File: src/rtl/flashCmdPkg.sv
package flashCmdPkg;

  localparam int RD_WORDS = 4;
  localparam int SLOT_W   = $clog2(RD_WORDS);

  localparam logic [2:0] OP_READ_ID = 3'd0;
  localparam logic [2:0] OP_TO_READ = 3'd1;
  localparam logic [2:0] OP_PROGRAM = 3'd2;
  localparam logic [2:0] OP_SECTOR  = 3'd3;
  localparam logic [2:0] OP_CHIP    = 3'd4;
  localparam logic [2:0] OP_QUERY   = 3'd5;

  typedef enum logic [1:0] {AK_BASE = 2'd0, AK_CMD = 2'd1, AK_USER = 2'd2} addrKindT;

  typedef struct packed {
    addrKindT            addrKind;
    logic [11:0]         cmdOff;
    logic [7:0]          cmdData;
    logic                useUser;
    logic                isRead;
    logic                isLast;
    logic [SLOT_W-1:0]   rdSlot;
  } stepT;

  typedef struct packed {
    logic                load;
    logic                active;
    logic                capture;
    addrKindT            addrKind;
    logic [11:0]         cmdOff;
    logic [7:0]          cmdData;
    logic                useUser;
    logic                isRead;
    logic [SLOT_W-1:0]   rdSlot;
  } ctlT;

  function automatic stepT cmdWrite(input logic [11:0] off, input logic [7:0] dat, input logic last);
    stepT s;
    s = '0;
    s.addrKind = AK_CMD;
    s.cmdOff   = off;
    s.cmdData  = dat;
    s.isLast   = last;
    return s;
  endfunction

  function automatic stepT cmdRead(input logic [11:0] off, input logic [SLOT_W-1:0] slot, input logic last);
    stepT s;
    s = '0;
    s.addrKind = AK_CMD;
    s.cmdOff   = off;
    s.isRead   = 1'b1;
    s.rdSlot   = slot;
    s.isLast   = last;
    return s;
  endfunction

  // Step table: what bus cycle number idx of operation op looks like.
  function automatic stepT stepInfo(input logic [2:0] op, input logic [2:0] idx);
    stepT s;
    logic prefixed;
    s = '0;
    prefixed = (op == OP_READ_ID) || (op == OP_PROGRAM) || (op == OP_SECTOR) || (op == OP_CHIP);
    if (prefixed && idx == 3'd0) begin
      s = cmdWrite(12'h555, 8'hAA, 1'b0);
    end else if (prefixed && idx == 3'd1) begin
      s = cmdWrite(12'h2AA, 8'h55, 1'b0);
    end else begin
      case (op)
        OP_READ_ID: begin
          case (idx)
            3'd2:    s = cmdWrite(12'h555, 8'h90, 1'b0);
            3'd3:    s = cmdRead(12'h000, 2'd0, 1'b0);
            3'd4:    s = cmdRead(12'h001, 2'd1, 1'b0);
            3'd5:    s = cmdRead(12'h00E, 2'd2, 1'b0);
            default: s = cmdRead(12'h00F, 2'd3, 1'b1);
          endcase
        end
        OP_TO_READ: begin
          s.addrKind = AK_BASE;
          s.cmdData  = 8'hF0;
          s.isLast   = 1'b1;
        end
        OP_PROGRAM: begin
          if (idx == 3'd2) s = cmdWrite(12'h555, 8'hA0, 1'b0);
          else begin
            s.addrKind = AK_USER;
            s.useUser  = 1'b1;
            s.isLast   = 1'b1;
          end
        end
        OP_SECTOR, OP_CHIP: begin
          case (idx)
            3'd2: s = cmdWrite(12'h555, 8'h80, 1'b0);
            3'd3: s = cmdWrite(12'h555, 8'hAA, 1'b0);
            3'd4: s = cmdWrite(12'h2AA, 8'h55, 1'b0);
            default: begin
              if (op == OP_CHIP) s = cmdWrite(12'h555, 8'h10, 1'b1);
              else begin
                s.addrKind = AK_USER;
                s.cmdData  = 8'h30;
                s.isLast   = 1'b1;
              end
            end
          endcase
        end
        OP_QUERY: begin
          if (idx == 3'd0) s = cmdWrite(12'h055, 8'h98, 1'b0);
          else s = cmdRead(12'h00F + {9'd0, idx}, SLOT_W'(idx - 3'd1), idx == 3'd4);
        end
        default: s = '0;
      endcase
    end
    return s;
  endfunction

endpackage

File: src/rtl/flashCmdCtrl.sv
module flashCmdCtrl
  import flashCmdPkg::*;
(
  input  logic       clk,
  input  logic       rstN,
  input  logic [2:0] reqOp,
  input  logic       reqStart,
  input  logic       memAck,
  output logic       busy,
  output logic       done,
  output logic       rejected,
  output ctlT        ctl
);

  logic [2:0] opReg;
  logic [2:0] stepIdx;
  logic       opValid;
  stepT       info;

  assign opValid = (reqOp <= OP_QUERY);
  assign info    = stepInfo(opReg, stepIdx);

  always_comb begin
    ctl          = '0;
    ctl.load     = !busy && reqStart && opValid;
    ctl.active   = busy;
    ctl.capture  = busy && memAck && info.isRead;
    ctl.addrKind = info.addrKind;
    ctl.cmdOff   = info.cmdOff;
    ctl.cmdData  = info.cmdData;
    ctl.useUser  = info.useUser;
    ctl.isRead   = info.isRead;
    ctl.rdSlot   = info.rdSlot;
  end

  always_ff @(posedge clk) begin
    if (!rstN) begin
      busy     <= 1'b0;
      done     <= 1'b0;
      rejected <= 1'b0;
      opReg    <= '0;
      stepIdx  <= '0;
    end else begin
      done     <= 1'b0;
      rejected <= 1'b0;
      if (!busy) begin
        if (reqStart) begin
          if (opValid) begin
            busy    <= 1'b1;
            opReg   <= reqOp;
            stepIdx <= '0;
          end else begin
            rejected <= 1'b1;
          end
        end
      end else begin
        if (reqStart) rejected <= 1'b1;
        if (memAck) begin
          if (info.isLast) begin
            busy <= 1'b0;
            done <= 1'b1;
          end else begin
            stepIdx <= stepIdx + 3'd1;
          end
        end
      end
    end
  end

endmodule

File: src/rtl/flashCmdPath.sv
module flashCmdPath
  import flashCmdPkg::*;
#(
  parameter int ADDR_W     = 26,
  parameter int DATA_W     = 16,
  parameter int BANK_SHIFT = 24
) (
  input  logic                     clk,
  input  logic                     rstN,
  input  logic [ADDR_W-1:0]        reqAddr,
  input  logic [DATA_W-1:0]        reqData,
  input  logic [1:0]               bankSel,
  input  logic                     busWide,
  input  ctlT                      ctl,
  input  logic [DATA_W-1:0]        memRdata,
  output logic [ADDR_W-1:0]        memAddr,
  output logic [DATA_W-1:0]        memWdata,
  output logic                     memWe,
  output logic [RD_WORDS*DATA_W-1:0] rdBack
);

  logic [ADDR_W-1:0] userAddr;
  logic [DATA_W-1:0] userData;
  logic [1:0]        bankReg;
  logic              wideReg;
  logic [ADDR_W-1:0] baseAddr;
  logic [12:0]       offScaled;
  logic [ADDR_W-1:0] cmdAddr;

  always_ff @(posedge clk) begin
    if (!rstN) begin
      userAddr <= '0;
      userData <= '0;
      bankReg  <= '0;
      wideReg  <= 1'b0;
    end else if (ctl.load) begin
      userAddr <= reqAddr;
      userData <= reqData;
      bankReg  <= bankSel;
      wideReg  <= busWide;
    end
  end

  assign baseAddr  = ADDR_W'(bankReg) << BANK_SHIFT;
  assign offScaled = wideReg ? {ctl.cmdOff, 1'b0} : {1'b0, ctl.cmdOff};
  assign cmdAddr   = baseAddr + ADDR_W'(offScaled);

  always_comb begin
    case (ctl.addrKind)
      AK_CMD:  memAddr = cmdAddr;
      AK_USER: memAddr = userAddr;
      default: memAddr = baseAddr;
    endcase
  end

  assign memWdata = ctl.useUser ? userData : DATA_W'(ctl.cmdData);
  assign memWe    = ctl.active && !ctl.isRead;

  for (genvar s = 0; s < RD_WORDS; s++) begin : g_slot
    always_ff @(posedge clk) begin
      if (!rstN) begin
        rdBack[s*DATA_W +: DATA_W] <= '0;
      end else if (ctl.capture && ctl.rdSlot == SLOT_W'(s)) begin
        rdBack[s*DATA_W +: DATA_W] <= memRdata;
      end
    end
  end

endmodule

File: src/rtl/flashCmdSeq.sv
module flashCmdSeq
  import flashCmdPkg::*;
#(
  parameter int ADDR_W     = 26,
  parameter int DATA_W     = 16,
  parameter int BANK_SHIFT = 24
) (
  input  logic                       clk,
  input  logic                       rstN,
  input  logic [2:0]                 reqOp,
  input  logic [ADDR_W-1:0]          reqAddr,
  input  logic [DATA_W-1:0]          reqData,
  input  logic [1:0]                 bankSel,
  input  logic                       busWide,
  input  logic                       reqStart,
  output logic                       busy,
  output logic                       done,
  output logic                       rejected,
  output logic                       memReq,
  output logic                       memWe,
  output logic [ADDR_W-1:0]          memAddr,
  output logic [DATA_W-1:0]          memWdata,
  input  logic                       memAck,
  input  logic [DATA_W-1:0]          memRdata,
  output logic [RD_WORDS*DATA_W-1:0] rdBack
);

  ctlT ctl;

  flashCmdCtrl u_ctrl (
    .clk      (clk),
    .rstN     (rstN),
    .reqOp    (reqOp),
    .reqStart (reqStart),
    .memAck   (memAck),
    .busy     (busy),
    .done     (done),
    .rejected (rejected),
    .ctl      (ctl)
  );

  flashCmdPath #(
    .ADDR_W     (ADDR_W),
    .DATA_W     (DATA_W),
    .BANK_SHIFT (BANK_SHIFT)
  ) u_path (
    .clk      (clk),
    .rstN     (rstN),
    .reqAddr  (reqAddr),
    .reqData  (reqData),
    .bankSel  (bankSel),
    .busWide  (busWide),
    .ctl      (ctl),
    .memRdata (memRdata),
    .memAddr  (memAddr),
    .memWdata (memWdata),
    .memWe    (memWe),
    .rdBack   (rdBack)
  );

  assign memReq = busy;

endmodule

File: config.mk
export PLATFORM = sky130hd
export DESIGN_NAME = flashCmdSeq
export DESIGN_NICKNAME = d
export VERILOG_FILES = /design/src/rtl/flashCmdPkg.sv /design/src/rtl/flashCmdCtrl.sv /design/src/rtl/flashCmdPath.sv /design/src/rtl/flashCmdSeq.sv
export SDC_FILE = /design/constraint.sdc
export NUM_CORES = 1
export LEC_CHECK = 0
export BUFFER_PORTS_ARGS = -buffer_cell sky130_fd_sc_hd__buf_2
export CORE_MARGIN = 3
export CORE_UTILIZATION = 47
export DETAILED_ROUTE_END_ITERATION = 10
export GPL_ROUTABILITY_DRIVEN = 0
export GPL_TIMING_DRIVEN = 0
export PLACE_DENSITY_LB_ADDON = 0.1
export REMOVE_ABC_BUFFERS = 1
export SLEW_MARGIN = 20
export SYNTH_ARGS = -nofsm -noshare
export SYNTH_HDL_FRONTEND = slang
export SYNTH_HIERARCHICAL = 1
export SYNTH_SLANG_ARGS = --single-unit
File: constraint.sdc
create_clock -name clk -period 2.46 [get_ports clk]
set_clock_uncertainty 0.1 [all_clocks]
set_input_delay 0.123 -clock clk [delete_from_list [all_inputs] [get_ports clk]]
set_output_delay 0.123 -clock clk [all_outputs]
set_load 0.05 [all_outputs]
; Word-level counts from Yosys, hierarchy flattened
; Cells that the tools add are included.
[totals]
reg_bits = 118
in_bits = 68
elab_cells = 96
[op_classes]
n_addsub = 4
magnitude_cmp = 1
eq_ne = 17
n_mux = 35
bitwise_logic = 1
n_reduce_logical = 25
[op_table]
columns = cell, n
row1 = $pmux 24 s4, 1
row2 = $pmux 27 s3, 1
row3 = $mux 27, 2
row4 = $pmux 26 s2, 1
row5 = $pmux 12 s4, 1
row6 = $pmux 8 s5, 1
row7 = $add 26x13->26, 1
row8 = $mux 25, 1
row9 = $mux 19, 1
row10 = $mux 16, 1
row11 = $pmux 2 s4, 2
row12 = $mux 3, 5
row13 = $mux 13, 1
row14 = $eq 3x2->1 const B, 4
row15 = $eq 3x3->1 const B, 4
row16 = $logic_and 1x1->1, 11
row17 = $mux 1, 11
row18 = $mux 11, 1
row19 = $eq 2x2->1 const B, 3
row20 = $eq 3x1->1 const B, 2
row21 = $logic_not 3->1, 2
row22 = $mux 6, 1
row23 = $pmux 2 s3, 1
row24 = $reduce_and 3->1, 2
row25 = 15 further kinds, 22

; Longest topological paths before layout
[logic_depth]
depth_word = 10
ltp_mapped = 14
ltp_nobuf = 11

; Cells and area by module
; Netlist, hierarchy kept.
[modules_own_cells]
columns = module, n_inst, cells_each, area_per_inst_um2
row1 = flashCmdPath, 1, 445, 4634.4
row2 = flashCmdCtrl, 1, 210, 1455.1
row3 = flashCmdSeq, 1, 1, 7.5

; Least setup slack after synthesis
; No wires, ideal clock.
[synth_timing]
kind = register -> output
from = reg u_ctrl.stepIdx[0]
to = out memAddr[10]
t_arrival_ns = 2.971
required_ns = 2.237
path_slack_ns = -0.734
path_stages_with_launch = 13
cell_sequence = dfxtp_1 inv_1 ha_1 nor2b_1 nor2_1 a21o_1 a22oi_1 buf_4 inv_1 ha_1 nand2b_1 clkbuf_1 o2bb2ai_1
[synth_rtl]
columns = item, line
row1 = start: declaration, flashCmdCtrl.sv:16  ; logic [2:0] stepIdx;
row2 = start signal: assignment, flashCmdCtrl.sv:63  ; stepIdx <= stepIdx + 3'd1;
row3 = end: declaration, flashCmdSeq.sv:21  ; output logic [ADDR_W-1:0] memAddr,

==> metrics.cfg <==
[job]
cap_violations = 0

[critical_path]
cp_slowest_cell = dfxtp_4
crit_path_max_incr_delay_ns = 0.39
cp_common_cell = ha_4
worstPathCellList = inv_4, ha_4, nor2_4, o21ai_4, inv_2, a21oi_2, nor4_4, ha_4, nor2b_4, buf_12, o2bb2ai_1, buf_4
worst-endpoint-arrival_ns = 2.75
critPathMaxFanout = 13
end_kind = primary output
required_ns = 2.24
crit_path_start_kind = flip-flop
critPathKind = flip-flop to primary output

[timing]
max_freq_mhz = 336
slew_headroom_pct = 54.7
final.min_clock_period_ns = 2.97
finalSetupTns_ns = -23.57
setup_viol = 104
period_share_pct = 121
setup_ws_ns = -0.512
hold_violations = 0
rsz0062_at_grt = yes
maxSlewViolCount = 0
worst_slew_pin_slew_ns = 0.678

[synthesis]
netlist.area_leader.share_pct = 38.7
synth.largest_area_cell = dfxtp_1
seq_area_frac_synth_pct = 38.7
ys_async_sr_fraction_pct = 0
synth_area_per_cell_um2 = 9.29
syn_inst = 656
ys_seq_elements = 118
syn-cell-area_um2 = 6100
synth_flop_cell = dfxtp_1
ys_warn_count = 6
synth_common_cells = mux2i_1, dfxtp_1, nand2_1
synth_edf_count = 0
yosysUniqueCellTypes = 59
synth.area.top_cells = dfxtp_1, mux2i_1, nand2_1
synth.most_common_cell = mux2i_1

[global_route]
grt_usage_pct = 23.1
grt_pass1_vias = 5626
grt_pass1_wl_um = 27200
grt_max_degree = 87
overflow = 0
antenna_found_initial = 0

[pwr]
combPwrFrac_pct = 18.1
leakage_nw = 4.14
power.density_nw_per_um2 = 612
power_frac_seq_pct = 36.8
vdd_drop_max_mv = 0.402
power_mw = 5.54
p_sw_share_pct = 26.7
internal_power_mw = 4.06
switching_power_mw = 1.48
p_clk_share_pct = 45.0

[layout]
fin_util_pct = 73.2
design_area_um2 = 9050
fin_nets = 970
drive_above_1_share_pct = 37.0
syn2layout_area_growth_pct = 48.5
fillers = 900
antenna_cells = 0

[status]
status = finished with violations
violations = setup timing

[floorplan]
start_util_pct = 49.3
io_pins = 179
die_h_um = 120
dieArea_um2 = 14400
die_x_um = 120
coreArea_um2 = 12400
rows = 40

[cts]
root_buffer = clkbuf_16
clock-sinks = 118
cts_buffers = 17
clk_latency_ns = 0.41
path_clk_slew_ns = 0.05
htreeDepth = 4
tritoncts = yes
max-clock-path-buffers = 2

[min_path]
hold_path.class = input pin to flip-flop

[route]
firstDrtPassIters = 5
viasPerCell = 5.13
vias = 5499
routed_wl_um = 17100
wire_per_inst_um = 16.0
final_antenna_net_count = 0
drc_errors = 0
first_iter_violations = 278

[placement]
port-buffer-count = 178
dp_hpwl_um = 10200
place_area_um2 = 6810

## area by class of cell
cell class | count | area, um^2 | area share [%]
multi-input combinational | 454 | 3580 | 39.6
sequential | 118 | 2380 | 26.3
timing repair buffer | 292 | 2230 | 24.7
clock buffer | 22 | 474 | 5.24
tap | 168 | 210 | 2.32
clock inverter | 8 | 124 | 1.37
inverter | 9 | 43.8 | 0.484
## stage by stage
stage | setup slack (ns) | hold slack (ns) | instances
final | -0.512 | 0.0911 | 1071
after global routing | -0.615 | 0.135 | 1071
after CTS | -0.477 | 0.0904 | 1064
after detailed placement | -1.69 | 0.258 | 933
after global placement | -1.72 | 0.261 | 927
after floorplan | -0.857 | 0.137 | 581
## worst max-delay path, delay by kind of cell, from the launching register on
kind	cells	cell delay [ns]
fa+ha+maj	2	0.48
buf+inv	4	0.52
compound gates	3	0.28
simple gates	3	0.66
flops	1	0.39
## cells in the final DEF (no fill, tap or decap), types with 14 or more instances in the layout
cell type	netlist	final
buf_2	21	147
buf_4	38	44
buf_6	5	15
clkbuf_16	0	18
dfxtp_1	118	112
dlygate4sd3_1	0	67
mux2i_1	124	123
nand2_1	101	100
nor2_1	19	14
nor2b_1	53	51
## what timing repair did
item | CTS | global route
resized for setup | 117 | 44
pin swaps | 17 | 11
hold buffers | 67 | 0
hold endpoints to repair | 115 | 0
setup buffers | 34 | 7
gates cloned | 0 | 1
setup endpoints to repair | 107 | 107
## registers in the layout, indices dropped and copies added (netlist names)
signal / flops
u_ctrl/rejected: 1
u_path/rdBack: 64
u_path/bankReg: 2
u_path/userAddr: 26
u_path/wideReg: 1
u_ctrl/done: 1
u_ctrl/opReg: 3
u_ctrl/stepIdx: 3
u_ctrl/busy: 1
u_path/userData: 16
## path summary, 6_finish.rpt
| kind | startpoint | to | slack (ns) | depth (start not counted) |
|---|---|---|---|---|
| worst max-delay path | u_ctrl/stepIdx[0] | memAddr[10] | -0.51 | 12 |
| worst min-delay path | rstN | u_path/rdBack[36] | 0.09 | 3 |
| worst max register to register | u_ctrl/stepIdx[0] | u_path/rdBack[28] | -0.25 | 11 |
| worst min register to register | u_path/rdBack[9] | u_path/rdBack[9] | 0.36 | 2 |
## power by group through the flow
stage	sequential, mW	clock (mW)	combinational (mW)
finish	2.04	2.50	1.01
global placement	2.07	0	0.752
detailed placement	2.07	0	0.763
global route	2.05	2.63	1.07
CTS	2.03	2.54	0.947
floorplan	2.07	0	0.528
## cell families (layout without fill, tap and decap cells)
group | after synthesis | count (layout) | share of synthesized area [%]
other cells | 1 | 1 | 0.0615
fa+ha+maj | 10 | 10 | 2.05
flops | 118 | 118 | 38.7
compound gates | 77 | 77 | 9.23
buf+inv | 84 | 331 | 8.74
mux | 132 | 132 | 21.8
simple gates | 234 | 234 | 19.3
## routing by layer
layer  global-route usage [%]  vias up  wire [um]
met5                        0        -          0
met4                     9.16        0        316
met3                     6.69       33       1060
met2                     41.1      182       8780
met1                     26.1     2592       6990
li1                         -     2692          -
Power figures use the tool's default switching activity.
